## src/rtl/encap_pkg.sv

```systemverilog
package encap_pkg;

   typedef enum logic [1:0] {
      ST_IDLE,
      ST_HDR,
      ST_BODY,
      ST_FTR
   } encap_state_e;

   // header field placement
   localparam int HDR_PORT_LSB = 16;
   localparam int HDR_SEQ_LSB  = 32;

   // footer field placement
   localparam int FTR_OVF_BIT  = 16;
   localparam int FTR_MISM_BIT = 17;
   localparam int FTR_MARK_LSB = 32;

   localparam logic [31:0] END_MARK = 32'hE0F0_C0DE;

endpackage

```

## src/rtl/encap_len_track.sv

```systemverilog
module encap_len_track #(
   parameter int IN_W      = 32,
   parameter int LEN_W     = 16,
   parameter int CAP_BEATS = 1024,
   parameter int CNT_W     = 13
)(
   input  logic                 clk,
   input  logic                 rst_n,
   input  logic                 load,
   input  logic [LEN_W-1:0]     len_in,
   input  logic                 beat_fire,
   output logic                 last_beat,
   output logic                 keep_beat,
   output logic                 cap_beat,
   output logic                 over,
   output logic [IN_W/8-1:0]    byte_keep,
   output logic [CNT_W-1:0]     hdr_bytes
);
   localparam int BPB       = IN_W / 8;
   localparam int BSEL      = $clog2(BPB);
   localparam int CAP_BYTES = CAP_BEATS * BPB;

   logic [LEN_W-1:0] len_r;
   logic [LEN_W-1:0] beats_left;
   logic [LEN_W-1:0] beat_idx;
   logic [LEN_W-1:0] beats_tot;
   logic [BSEL-1:0]  rem;

   assign beats_tot = (len_in >> BSEL)
                    + {{(LEN_W-1){1'b0}}, |len_in[BSEL-1:0]};

   always_ff @(posedge clk or negedge rst_n) begin
      if (!rst_n) begin
         len_r      <= '0;
         beats_left <= '0;
         beat_idx   <= '0;
      end else if (load) begin
         len_r      <= len_in;
         beats_left <= beats_tot;
         beat_idx   <= '0;
      end else if (beat_fire) begin
         beats_left <= beats_left - 1'b1;
         beat_idx   <= beat_idx + 1'b1;
      end
   end

   assign rem       = len_r[BSEL-1:0];
   assign last_beat = (beats_left == LEN_W'(1));
   assign keep_beat = (beat_idx < LEN_W'(CAP_BEATS));
   assign cap_beat  = (beat_idx == LEN_W'(CAP_BEATS - 1));
   assign over      = (len_r > LEN_W'(CAP_BYTES));
   assign hdr_bytes = over ? CNT_W'(CAP_BYTES) : len_r[CNT_W-1:0];

   for (genvar j = 0; j < BPB; j++) begin : g_bmask
      assign byte_keep[j] = !last_beat || (rem == '0) || (BSEL'(j) < rem);
   end

endmodule

```

## src/rtl/encap_packer.sv

```systemverilog
module encap_packer #(
   parameter int IN_W  = 32,
   parameter int OUT_W = 128
)(
   input  logic             clk,
   input  logic             rst_n,
   input  logic             clear,
   input  logic             push,
   input  logic             seal,
   input  logic             pop,
   input  logic [IN_W-1:0]  beat,
   output logic [OUT_W-1:0] word,
   output logic             full
);
   localparam int LANES = OUT_W / IN_W;
   localparam int LSEL  = $clog2(LANES);

   logic [LSEL-1:0] lane;
   logic            close;
   logic [IN_W-1:0] slot [LANES];

   assign close = push && (seal || lane == LSEL'(LANES - 1));

   always_ff @(posedge clk or negedge rst_n) begin
      if (!rst_n) begin
         lane <= '0;
         full <= 1'b0;
      end else if (clear) begin
         lane <= '0;
         full <= 1'b0;
      end else begin
         if (push) lane <= close ? '0 : lane + 1'b1;
         if (close)    full <= 1'b1;
         else if (pop) full <= 1'b0;
      end
   end

   for (genvar l = 0; l < LANES; l++) begin : g_lane
      always_ff @(posedge clk or negedge rst_n) begin
         if (!rst_n)                                slot[l] <= '0;
         else if (clear)                            slot[l] <= '0;
         else if (push && lane == LSEL'(l))         slot[l] <= beat;
         else if (pop)                              slot[l] <= '0;
      end
      assign word[l*IN_W +: IN_W] = slot[l];
   end

endmodule

```

## src/rtl/udp_encap.sv

```systemverilog
module udp_encap
   import encap_pkg::*;
#(
   parameter int IN_W      = 32,
   parameter int OUT_W     = 128,
   parameter int LEN_W     = 16,
   parameter int MAX_WORDS = 256
)(
   input  logic             clk,
   input  logic             rst_n,
   input  logic             in_valid,
   output logic             in_ready,
   input  logic [IN_W-1:0]  in_data,
   input  logic             in_sop,
   input  logic             in_eop,
   input  logic [LEN_W-1:0] in_len,
   input  logic [15:0]      in_dport,
   output logic             out_valid,
   input  logic             out_ready,
   output logic [OUT_W-1:0] out_data,
   output logic             out_sop,
   output logic             out_eop
);
   localparam int LANES     = OUT_W / IN_W;
   localparam int BPB       = IN_W / 8;
   localparam int CAP_BEATS = MAX_WORDS * LANES;
   localparam int CAP_BYTES = MAX_WORDS * (OUT_W / 8);
   localparam int CNT_W     = $clog2(CAP_BYTES + 1);
   localparam int WCNT_W    = $clog2(MAX_WORDS + 1);

   initial begin
      assert (IN_W % 8 == 0 && IN_W >= 16)
         else $fatal(1, "IN_W must be whole bytes, at least 16");
      assert (OUT_W % IN_W == 0 && LANES >= 2)
         else $fatal(1, "OUT_W must hold two or more input beats");
      assert (OUT_W >= FTR_MARK_LSB + 32)
         else $fatal(1, "OUT_W too narrow for header and footer fields");
      assert (CNT_W <= HDR_PORT_LSB && WCNT_W <= FTR_OVF_BIT)
         else $fatal(1, "MAX_WORDS too large for the count fields");
      assert (CAP_BEATS < (1 << LEN_W))
         else $fatal(1, "LEN_W too narrow for MAX_WORDS");
   end

   encap_state_e state, nstate;

   logic              load, beat_fire, ftr_fire, hdr_fire;
   logic              last_beat, keep_beat, cap_beat, over;
   logic [BPB-1:0]    byte_keep;
   logic [CNT_W-1:0]  hdr_bytes;
   logic [IN_W-1:0]   beat_m;
   logic [OUT_W-1:0]  pk_word;
   logic              pk_full, pk_pop;
   logic              in_done, mism;
   logic [WCNT_W-1:0] wcnt;
   logic [31:0]       seq_r;
   logic [15:0]       dport_r;
   logic [OUT_W-1:0]  hdr_w, ftr_w;

   assign load      = (state == ST_IDLE) && in_valid && in_sop;
   assign in_ready  = ((state == ST_IDLE) && in_valid && !in_sop)
                    || ((state == ST_BODY) && !in_done && (!pk_full || out_ready));
   assign beat_fire = (state == ST_BODY) && in_valid && in_ready;
   assign pk_pop    = (state == ST_BODY) && pk_full && out_ready;
   assign hdr_fire  = (state == ST_HDR) && out_ready;
   assign ftr_fire  = (state == ST_FTR) && out_ready;

   encap_len_track #(
      .IN_W      (IN_W),
      .LEN_W     (LEN_W),
      .CAP_BEATS (CAP_BEATS),
      .CNT_W     (CNT_W)
   ) u_len (
      .clk       (clk),
      .rst_n     (rst_n),
      .load      (load),
      .len_in    (in_len),
      .beat_fire (beat_fire),
      .last_beat (last_beat),
      .keep_beat (keep_beat),
      .cap_beat  (cap_beat),
      .over      (over),
      .byte_keep (byte_keep),
      .hdr_bytes (hdr_bytes)
   );

   for (genvar j = 0; j < BPB; j++) begin : g_mask
      assign beat_m[8*j +: 8] = in_data[8*j +: 8] & {8{byte_keep[j]}};
   end

   encap_packer #(
      .IN_W  (IN_W),
      .OUT_W (OUT_W)
   ) u_pack (
      .clk   (clk),
      .rst_n (rst_n),
      .clear (load),
      .push  (beat_fire && keep_beat),
      .seal  (last_beat || cap_beat),
      .pop   (pk_pop),
      .beat  (beat_m),
      .word  (pk_word),
      .full  (pk_full)
   );

   always_ff @(posedge clk or negedge rst_n) begin
      if (!rst_n) begin
         in_done <= 1'b0;
         mism    <= 1'b0;
         wcnt    <= '0;
         seq_r   <= '0;
         dport_r <= '0;
      end else begin
         if (load) begin
            in_done <= 1'b0;
            mism    <= 1'b0;
            wcnt    <= '0;
            dport_r <= in_dport;
         end else begin
            if (beat_fire && last_beat)              in_done <= 1'b1;
            if (beat_fire && (in_eop != last_beat))  mism    <= 1'b1;
            if (pk_pop)                              wcnt    <= wcnt + 1'b1;
         end
         if (ftr_fire) seq_r <= seq_r + 1'b1;
      end
   end

   always_comb begin
      nstate = state;
      case (state)
         ST_IDLE: if (load)                  nstate = ST_HDR;
         ST_HDR:  if (hdr_fire)              nstate = ST_BODY;
         ST_BODY: if (in_done && !pk_full)   nstate = ST_FTR;
         ST_FTR:  if (ftr_fire)              nstate = ST_IDLE;
         default:                            nstate = ST_IDLE;
      endcase
   end

   always_ff @(posedge clk or negedge rst_n) begin
      if (!rst_n) state <= ST_IDLE;
      else        state <= nstate;
   end

   always_comb begin
      hdr_w = '0;
      hdr_w[CNT_W-1:0]            = hdr_bytes;
      hdr_w[HDR_PORT_LSB +: 16]   = dport_r;
      hdr_w[HDR_SEQ_LSB +: 32]    = seq_r;
      ftr_w = '0;
      ftr_w[WCNT_W-1:0]           = wcnt;
      ftr_w[FTR_OVF_BIT]          = over;
      ftr_w[FTR_MISM_BIT]         = mism;
      ftr_w[FTR_MARK_LSB +: 32]   = END_MARK;
   end

   always_comb begin
      case (state)
         ST_HDR:  out_data = hdr_w;
         ST_FTR:  out_data = ftr_w;
         default: out_data = pk_word;
      endcase
   end

   assign out_valid = (state == ST_HDR) || (state == ST_FTR)
                    || ((state == ST_BODY) && pk_full);
   assign out_sop   = (state == ST_HDR);
   assign out_eop   = (state == ST_FTR);

endmodule

```

## config.mk

```make
export PLATFORM = sky130hd
export DESIGN_NAME = udp_encap
export DESIGN_NICKNAME = d
export VERILOG_FILES = /design/src/rtl/encap_pkg.sv /design/src/rtl/encap_len_track.sv /design/src/rtl/encap_packer.sv /design/src/rtl/udp_encap.sv
export SDC_FILE = /design/constraint.sdc
export NUM_CORES = 1
export LEC_CHECK = 0
export ABC_AREA = 1
export BUFFER_PORTS_ARGS = -buffer_cell sky130_fd_sc_hd__buf_2
export CORE_MARGIN = 10
export CORE_UTILIZATION = 25
export CTS_BUF_LIST = sky130_fd_sc_hd__clkbuf_16
export CTS_CLUSTER_SIZE = 20
export DETAILED_ROUTE_END_ITERATION = 6
export PLACE_DENSITY_LB_ADDON = 0.08
export SYNTH_ARGS = -nofsm -noshare
export SYNTH_HDL_FRONTEND = slang
export SYNTH_SLANG_ARGS = --single-unit
```

## constraint.sdc

```tcl
create_clock -name clk -period 2.2 [get_ports clk]
set_clock_uncertainty 0.2 [all_clocks]
set_input_delay 0.33 -clock clk [delete_from_list [all_inputs] [get_ports clk]]
set_output_delay 0.33 -clock clk [all_outputs]
set_load 0.05 [all_outputs]
```

==> flow_summary_export.csv, run 1 <==
group,metric,value,unit
outcome,status,"complete, but fails checks",
outcome,violations,"setup timing",
detailed_routing,top_layer,"met5",
detailed_routing,dr_wl_met2,30400,um
detailed_routing,met1_length,25800,um
cts,cts_buffer_depth,3,
detailed_routing,wl,59400,um
global_route,grt_usage,17.3,%
sta,tightest_slew,0.711,ns
yosys,synthesis.area,13300,um^2
yosys,synth_edf_count,0,
floorplan,rows,84,
detailed_routing,routedWlPerCell,20.4,um
floorplan,die_x,250,um
yosys,yosysTopAreaCellShare,45.3,%
sta,setup_tns,-65.75,ns
yosys,synth.yosys.seq_area_share,45.3,%
sta,max_freq,0.383,GHz
cells_and_area,fill_cells,5394,
yosys,avgSynthCellArea,7.35,um^2
floorplan,die-area,62700,um^2
yosys,yosys_warnings,0,
placed_design,dp.cells,2728,
yosys,yosysTopAreaCell,"dfrtp_1",
placed_design,port_buffers,201,
cts,cts.sinks,240,
critical_path,critPathKind,"flip-flop to output port",
yosys,syn_inst,1804,
yosys,async_flop_share,100,%
critical_path,crit_slowest_cell,"dfrtp_2",
cts,cts_buffers,34,
floorplan,die_h,250,um
critical_path,crit_family,"buffers and inverters",
critical_path,start_kind,"flip-flop",
detailed_routing,ant_nets,0,
critical_path,cp_max_fo,13,
yosys,syn-num-nets,1889,
global_route,antenna_found_initial,1,
critical_path,worstPathCellList,"ha_4 > inv_6 > nand2_8 > inv_12 > buf_16 > a22o_2 > buf_6",
sta,layout_setup_ws,-0.412,ns
cts,cts.reportedPaths.clkPinSlew,0.06,ns
power,powerDensity,1250,nW/um^2
cts,h-tree-depth,2,
sta,slew_violations,0,
cells_and_area,area.growth.synth_to_final,57.5,%
sta,fin_crit,2.61,ns
critical_path,cp_slowest_stage_delay,0.46,ns
sta,hold_viol,0,
detailed_routing,dr_total_vias,13400,
cells_and_area,num-nets-final,2281,
sta,slew_headroom,52.4,%
detailed_routing,first_pass_iters,5,
sta,rsz0062_at_grt,"true",
global_route,grt-ovfl-total,0,
yosys,ys_top_cells_by_count,"nand2_1 (599), dfrtp_1 (240), nor2_1 (219)",
sta,hold_slack,0.0235,ns
placed_design,gp_congestion,0.865,
cells_and_area,stdcell_area,20900,um^2
yosys,ys_ff_latch,240,
power,ir_drop,0.000864,V
critical_path,worstPathArrival,2.08,ns
detailed_routing,drc,0,
cts,root_buffer,"clkbuf_16",
yosys,synth_most_common_cell,"nand2_1",
yosys,synthTopCellsByArea,"dfrtp_1 (45%), nand2_1 (17%), nand3_1 (7.1%)",
placed_design,hpwl,40000,um
cts,cts_tree,"yes",
floorplan,io_pins,202,
cts,clk_latency,0.54,ns
detailed_routing,drt_iter0_markers,911,
cells_and_area,fin_cells,2906,
cells_and_area,diodes,0,
detailed_routing,wl_met3,2100,um
power,p_leak,10.2,nW
detailed_routing,vias_per_cell,4.60,
global_route,grt_max_degree,59,
power,power,0.0262,W
floorplan,core_area,52600,um^2
global_route,grt_pass1_vias,13400,
cells_and_area,drive_gt1_share,31.0,%
sta,setup_violations,296,
critical_path,worstPathRequired,1.67,ns
critical_path,cp.buffers_inverters,4,
placed_design,place_area,16500,um^2
global_route,grt_pass1_wl,83900,um
min_path,hold_class,"primary input to flip-flop",
floorplan,start_util,25.2,%
critical_path,end_kind,"output port",
sta,fin_crit_sh,119,%
flow_run,maxCapViolCount,0,
yosys,ys_types,36,
yosys,yosys_most_used_dff,"dfrtp_1",
layout by cell type (no fill, tap or decap), types with 39 or more instances in the layout:
master and instances:
nand3_2 43, clkbuf_16 58, o21ai_0 40, nand2_1 532, buf_12 47, dlygate4sd3_1 41, buf_4 93, nor2_1 176
buf_6 88, buf_2 99, nand2_2 40, dfrtp_1 239, nor2_4 39, inv_1 199, nand3_1 166
cell type report:
type / instances / area [um^2] / share of cell area, %
multi-input combinational: 1284 / 7280 / 34.8
inverter: 202 / 801 / 3.83
tap: 688 / 861 / 4.12
clock buffer: 37 / 926 / 4.43
sequential: 240 / 6010 / 28.8
timing repair buffer: 434 / 4900 / 23.5
clock inverter: 21 / 114 / 0.545
sequential cells by signal, summed over array words and instances, names as in the netlist:
signal,count
dport_r,16
in_done,1
mism,1
seq_r,32
state,2
u_len.beat_idx,16
u_len.beats_left,16
u_len.len_r,16
u_pack.full,1
u_pack.lane,2
u_pack.word,128
wcnt,9
metal layers:
layer  vias up  global-route usage, %
met5         -                      0
met4         2                   4.72
met3        66                   2.79
met2       251                   30.1
met1      6528                   21.8
li1       6512                      -
stage by stage:
step                      setup slack [ns]  util [%]
after floorplan                     -0.110         -
after global placement              0.0127      31.5
after detailed placement           -0.0327      31.5
after CTS                           -0.431      36.6
after global routing                -0.482      39.8
final                               -0.412      39.8
tightest hold or removal path, cell delays in order:
cell	delay (ns)
buf_2	0.10
nand3_1	0.07
nand3_1	0.13
a21oi_1	0.07
path summary, 6_finish.rpt:
check	cells past startpoint	slack [ns]	start	to
max	7	-0.41	state[0]	out_data[37]
min	4	0.02	in_eop	mism
max reg2reg	16	-0.31	state[1]	u_pack.word[43]
min reg2reg	2	0.28	seq_r[31]	seq_r[31]
max in group asynchronous	3	1.00	rst_n	u_pack.word[107]
min in group asynchronous	2	0.09	rst_n	dport_r[10]
timing repair:
item	in CTS	in global routing
hold endpoints to repair	308	0
gates resized for setup	250	246
setup buffers	14	38
gates cloned	10	26
hold buffers	41	0
pin swaps	11	49
endpoints found under the setup margin	171	314
report_power, final:
| part | switching, W | internal, W |
|---|---|---|
| Sequential | 0.00112 | 0.00562 |
| Combinational | 0.00845 | 0.00571 |
| Clock | 0.00215 | 0.00312 |
| Total | 0.0117 | 0.0144 |
logic make-up after synthesis:
kind of cell | after synthesis | share of synthesized area, %
AOI/OAI and AO/OA | 157 | 7.03
xor gates and xnor gates | 20 | 1.32
adders and majority gates | 15 | 1.42
buffers and inverters | 280 | 9.23
DFF | 240 | 45.3
and+or+nand+nor | 1092 | 35.7
(Power assumes the default switching activity.)
==> run 2: changes to the inputs <==
--- a/config.mk
+++ b/config.mk
@@ -7,9 +7,9 @@
 export LEC_CHECK = 0
 export ABC_AREA = 1
 export BUFFER_PORTS_ARGS = -buffer_cell sky130_fd_sc_hd__buf_2
+export CORE_ASPECT_RATIO = 1.2
 export CORE_MARGIN = 10
 export CORE_UTILIZATION = 25
-export CTS_BUF_LIST = sky130_fd_sc_hd__clkbuf_16
 export CTS_CLUSTER_SIZE = 20
 export DETAILED_ROUTE_END_ITERATION = 6
 export PLACE_DENSITY_LB_ADDON = 0.08
==> run 2 against run 1 <==
Effect of this change:
- the run still ends with setup timing left
- worst setup slack got worse by 0.037 ns
- critical path depth rose by 2
- combinational power is 9.9% higher
- sequential share of layout area shrank 0.83 points
- final area rose by 3.0%
- register-to-register slack worse by 0.05 ns
- fmax down 1.4%
- cell count grew 0.62%
- first-iteration DRC count shrank 9.4%
- wire length decreased by 2.9%
- utilization increased by 1.2 points
- non-clock buffer count increased by 2
==> flow_summary_export.csv, run 2 (same netlist as run 1, synthesis figures left out) <==
group,metric,value,unit
outcome,status,"complete, but fails checks",
outcome,violations,"setup timing",
critical_path,worstPathArrival,2.12,ns
cts,cts.reportedPaths.clkPinSlew,0.06,ns
cells_and_area,final_cell_mix,"nand2_1 (548), dfrtp_1 (239), inv_1 (190)",
power,ir_drop,0.000982,V
detailed_routing,dr_total_vias,13300,
floorplan,start_util,25.3,%
cells_and_area,area.growth.synth_to_final,62.2,%
detailed_routing,drt_iter0_markers,825,
cts,cts_buffers,30,
detailed_routing,drc,0,
floorplan,rows,92,
global_route,grt_max_degree,53,
floorplan,core_area,52500,um^2
global_route,grt-ovfl-total,0,
critical_path,critPathKind,"flip-flop to output port",
sta,max_freq,0.378,GHz
detailed_routing,vias_per_cell,4.55,
global_route,grt_pass1_vias,13600,
global_route,grt_usage,17.8,%
sta,layout_setup_ws,-0.449,ns
critical_path,cp_max_fo,8,
critical_path,worstPathRequired,1.67,ns
detailed_routing,wl,57700,um
sta,slew_violations,0,
cts,cts_buffer_depth,3,
placed_design,hpwl,40800,um
power,p_leak,10.4,nW
flow_run,maxCapViolCount,0,
cts,clk_latency,0.57,ns
min_path,holdPathStages,5,
sta,slew_headroom,50.6,%
detailed_routing,first_pass_iters,5,
critical_path,r2r_cells,16,
detailed_routing,ant_nets,0,
cells_and_area,drive_gt1_share,31.0,%
placed_design,gp_congestion,0.836,
sta,hold_viol,0,
global_route,antenna_found_initial,0,
floorplan,die_x,230,um
cts,cts.sinks,240,
sta,fin_crit,2.65,ns
sta,rsz0062_at_grt,"true",
cts,root_buffer,"clkbuf_16",
cells_and_area,largest_reg_flops,128,
cts,h-tree-depth,1,
critical_path,end_kind,"output port",
power,power,0.0276,W
floorplan,die-area,62700,um^2
critical_path,start_kind,"flip-flop",
cells_and_area,final_core_util,41.0,%
global_route,grt_pass1_wl,86500,um
sta,tightest_slew,0.738,ns
placed_design,port_buffers,201,
cells_and_area,fin_cells,2924,
sta,fin_crit_sh,120,%
placed_design,dp.cells,2756,
min_path,hold_class,"primary input to flip-flop",
cells_and_area,layout_commonest_cell,"nand2_1",
floorplan,die_h,272,um
detailed_routing,routedWlPerCell,19.7,um
floorplan,io_pins,202,
power,powerDensity,1280,nW/um^2
cells_and_area,num-nets-final,2280,
cts,cts_tree,"yes",
sta,setup_violations,271,
critical_path,regToRegSetupSlack,-0.36,ns
run 2: cell count changes in the layout (fill, tap and decap cells not counted), moves of 13 or more:
cell	previous run	this run
buf_4	93	111
nand3_2	43	25
o21ai_0	40	62
nor2_1	176	145
nand3_1	166	179
nor2_4	39	71
buf_6	88	46
buf_2	99	69
nand2_1	532	548
clkbuf_16	58	42
nand2_2	40	11
o21ai_1	24	11
buf_8	32	81
run 2: power by group:
group	switching, W	internal [W]	total (W)
clock	0.00207	0.00308	0.00515
sequential	0.00119	0.00562	0.00681
combinational	0.00904	0.00658	0.0156
total	0.0123	0.0153	0.0276
run 2: path summary, 6_finish.rpt:
| kind | start | endpoint |
|---|---|---|
| worst min-delay path | in_data[22] | u_pack.word[118] |
| worst min register to register | dport_r[6] | dport_r[6] |
| max in group asynchronous | rst_n | u_len.len_r[1] |
| worst max register to register | state[0] | u_pack.word[127] |
| worst max-delay path | state[1] | out_data[30] |
| min in group asynchronous | rst_n | seq_r[26] |
run 2: cell type report:
cell class,count,area (um^2)
Clock inverter,15,161
Multi-Input combinational cell,1284,7530
Inverter,202,801
Tap cell,705,882
Sequential cell,240,6010
Timing Repair Buffer,436,5270
Timing Repair inverter,1,3.75
Clock buffer,40,860
Antenna cell,1,2.50
Fill cell,5273,31000
run 2: stage by stage:
| stage | hold WS [ns] | cell area (um^2) | setup TNS (ns) | setup slack (ns) |
|---|---|---|---|---|
| CTS | 0.00530 | 20800 | -54.41 | -0.497 |
| floorplan | -0.166 | 14000 | -7.46 | -0.110 |
| global route | 0.0247 | 21500 | -108.37 | -0.521 |
| global placement | 0.0605 | 16700 | -0.171 | -0.0571 |
| detailed placement | 0.0646 | 16700 | -0.414 | -0.0697 |
| finish | 0.0173 | 21500 | -77.01 | -0.449 |
run 2: per-layer routing:
layer	vias up	global-route usage (%)	wire, um
met4	0	4.92	1300
met2	299	30.9	28900
met5	-	0	0
li1	6502	-	-
met1	6456	22.7	24900
met3	47	2.49	2550
run 2: repair_timing:
action / in CTS / in global routing
pin swaps: 60 / 19
cloned: 19 / 12
hold endpoints to repair: 314 / 0
hold buffers: 42 / 0
setup endpoints to repair: 149 / 307
resized for setup: 518 / 83
buffers inserted: 27 / 18
run 2: worst max-delay path, cell delays in order, from the launching register on:
cell       delay, ns
dfrtp_1         0.37
buf_6           0.11
ha_4            0.18
inv_6           0.06
nand2_8         0.10
inv_12          0.06
buf_12          0.15
clkbuf_16       0.15
a22o_4          0.22
buf_8           0.15
==> run 3: changes to the inputs <==
--- a/config.mk
+++ b/config.mk
@@ -6,6 +6,7 @@
 export NUM_CORES = 1
 export LEC_CHECK = 0
 export ABC_AREA = 1
+export ABC_CLOCK_PERIOD_IN_PS = 2200
 export BUFFER_PORTS_ARGS = -buffer_cell sky130_fd_sc_hd__buf_2
 export CORE_ASPECT_RATIO = 1.2
 export CORE_MARGIN = 10
@@ -13,6 +14,7 @@
 export CTS_CLUSTER_SIZE = 20
 export DETAILED_ROUTE_END_ITERATION = 6
 export PLACE_DENSITY_LB_ADDON = 0.08
+export SKIP_LAST_GASP = 1
 export SYNTH_ARGS = -nofsm -noshare
 export SYNTH_HDL_FRONTEND = slang
 export SYNTH_SLANG_ARGS = --single-unit
==> run 3 against run 2 <==
Effect of this change:
- the flow still finishes with violations (setup timing)
- total power is 1.5% higher
- cell count is 0.58% higher
- combinational power is 3% higher
- sequential power hardly changed
- hold slack better by 0.012 ns
- worst setup slack worse by 0.0081 ns
- clock power hardly changed
- via count is 1.0% higher
- critical endpoint unchanged
- largest cell class unchanged
- highest routed layer unchanged
==> flow_summary_export.csv, run 3 (same netlist as run 1, synthesis figures left out) <==
group,metric,value,unit
detailed_routing,drt_iter0_markers,774,
critical_path,crit_slowest_cell,"dfrtp_1",
placed_design,gp_congestion,0.836,
sta,max_freq,0.376,GHz
power,ir_drop,0.000982,V
cts,root_buffer,"clkbuf_16",
critical_path,r2r_cells,14,
cells_and_area,largest_reg_flops,128,
detailed_routing,drc,0,
sta,layout_setup_ws,-0.457,ns
critical_path,cp_slowest_stage_delay,0.37,ns
min_path,holdPathStages,4,
sta,tightest_slew,0.759,ns
global_route,grt_pass1_vias,13600,
flow_run,maxCapViolCount,0,
detailed_routing,first_pass_iters,5,
critical_path,end_kind,"output port",
critical_path,cp_common_cell,"buf_6",
sta,hold_viol,0,
global_route,antenna_found_initial,0,
cts,h-tree-depth,1,
cells_and_area,diodes,0,
floorplan,rows,92,
global_route,grt-ovfl-total,0,
cts,cts_tree,"yes",
critical_path,critPathKind,"flip-flop to output port",
min_path,hold_class,"primary input to flip-flop",
critical_path,start_kind,"flip-flop",
detailed_routing,wl,59500,um
detailed_routing,routedWlPerCell,20.2,um
cells_and_area,final_core_util,42.4,%
floorplan,io_pins,202,
power,powerDensity,1260,nW/um^2
floorplan,die_h,272,um
cells_and_area,fin_cells,2941,
critical_path,worstPathCellList,"buf_6 > ha_4 > inv_6 > nand2_8 > inv_12 > buf_12 > clkbuf_16 > a22o_4 > buf_6",
sta,slew_headroom,49.2,%
floorplan,die_x,230,um
floorplan,core_area,52500,um^2
cts,cts_buffers,30,
placed_design,dp_slack,-0.0697,ns
critical_path,cp.buffers_inverters,6,
critical_path,worstPathRequired,1.67,ns
placed_design,hpwl,40800,um
outcome,status,"complete, but fails checks",
power,p_leak,10.7,nW
detailed_routing,dr_total_vias,13400,
placed_design,dp.cells,2756,
sta,rsz0062_at_grt,"true",
critical_path,worstPathArrival,2.13,ns
floorplan,start_util,25.3,%
cells_and_area,num-nets-final,2298,
cells_and_area,area.growth.synth_to_final,67.8,%
global_route,grt_max_degree,53,
sta,fin_crit_sh,121,%
cells_and_area,fill_cells,5224,
cts,clk_latency,0.57,ns
global_route,grt_usage,17.8,%
cells_and_area,layout_commonest_cell,"nand2_1",
critical_path,cp_max_fo,8,
sta,setup_violations,255,
cts,cts.reportedPaths.clkPinSlew,0.06,ns
cts,cts_buffer_depth,3,
sta,slew_violations,0,
global_route,grt_pass1_wl,86400,um
floorplan,die-area,62700,um^2
critical_path,crit_cells,9,
sta,fin_crit,2.66,ns
detailed_routing,ant_nets,0,
detailed_routing,vias_per_cell,4.57,
critical_path,crit_family,"buffers and inverters",
outcome,violations,"setup timing",
placed_design,port_buffers,201,
cells_and_area,drive_gt1_share,35.1,%
cells_and_area,final_cell_mix,"nand2_1 (491), dfrtp_1 (239), inv_1 (190)",
cts,cts.sinks,240,
## run 3: changes by cell type in the layout (fill, tap and decap cells not counted), moves of 3 or more
cell,previous run,this run
buf_8,81,88
clkbuf_16,42,53
nand2_4,39,54
nand2_1,548,491
buf_12,59,63
o21ai_0,62,57
buf_4,111,106
o21ai_1,11,14
nand3_2,25,42
nand2_2,11,54
nand3_1,179,161
## run 3: final cells by class
type                            count  area (um^2)  area share [%]
Multi-Input combinational cell   1284         7840            35.2
Sequential cell                   240         6010            27.0
Timing Repair Buffer              454         5690            25.6
Tap cell                          705          882            3.96
Clock buffer                       40          860            3.86
Inverter                          202          801            3.60
Clock inverter                     15          161           0.725
Timing Repair inverter              1         3.75          0.0169
## run 3: tightest hold or removal path: cells and delay by family
family	cells	cell delay (ns)
compound gates	1	0.05
simple gates	1	0.13
buf+inv	2	0.25
## run 3: what timing repair did
action | 4_1_cts | 5_1_grt
pin swaps | 59 | 69
cloned | 19 | 25
buffers inserted | 27 | 25
hold buffers | 42 | 0
resized for setup | 463 | 270
endpoints found under the setup margin | 149 | 307
endpoints found under the hold margin | 314 | 0
## run 3: metal layers
layer / track usage (%) / share of wire (%) / up-vias
met3: 2.53 / 4.3 / 52
met1: 22.6 / 43 / 6521
met2: 30.9 / 51 / 315
met4: 4.96 / 2.3 / 0
li1: - / - / 6554
met5: 0 / 0 / -
## run 3: report_power, final
group | internal [W] | switching [W] | total (W)
Combinational | 0.00686 | 0.00916 | 0.0160
Clock | 0.00308 | 0.00206 | 0.00514
Sequential | 0.00562 | 0.00121 | 0.00683
## run 3: final timing paths
check / start / endpoint / slack, ns
worst min-delay path: in_data[29] / u_pack.word[61] / 0.03
min in group asynchronous: rst_n / seq_r[26] / 0.05
worst max-delay path: state[1] / out_data[30] / -0.46
worst min register to register: seq_r[31] / seq_r[31] / 0.28
max in group asynchronous: rst_n / u_len.len_r[0] / 1.09
worst max register to register: state[0] / u_pack.word[112] / -0.24
## run 3: stage by stage
step                hold slack, ns  power, W  instance area, um^2  TNS, ns
floorplan                   -0.166    0.0140                14000    -7.46
global placement            0.0605    0.0177                16700   -0.171
global route                0.0247    0.0294                22200   -76.28
finish                      0.0290    0.0280                22200   -53.45
CTS                        0.00530    0.0269                20600   -55.93
detailed placement          0.0646    0.0178                16700   -0.414
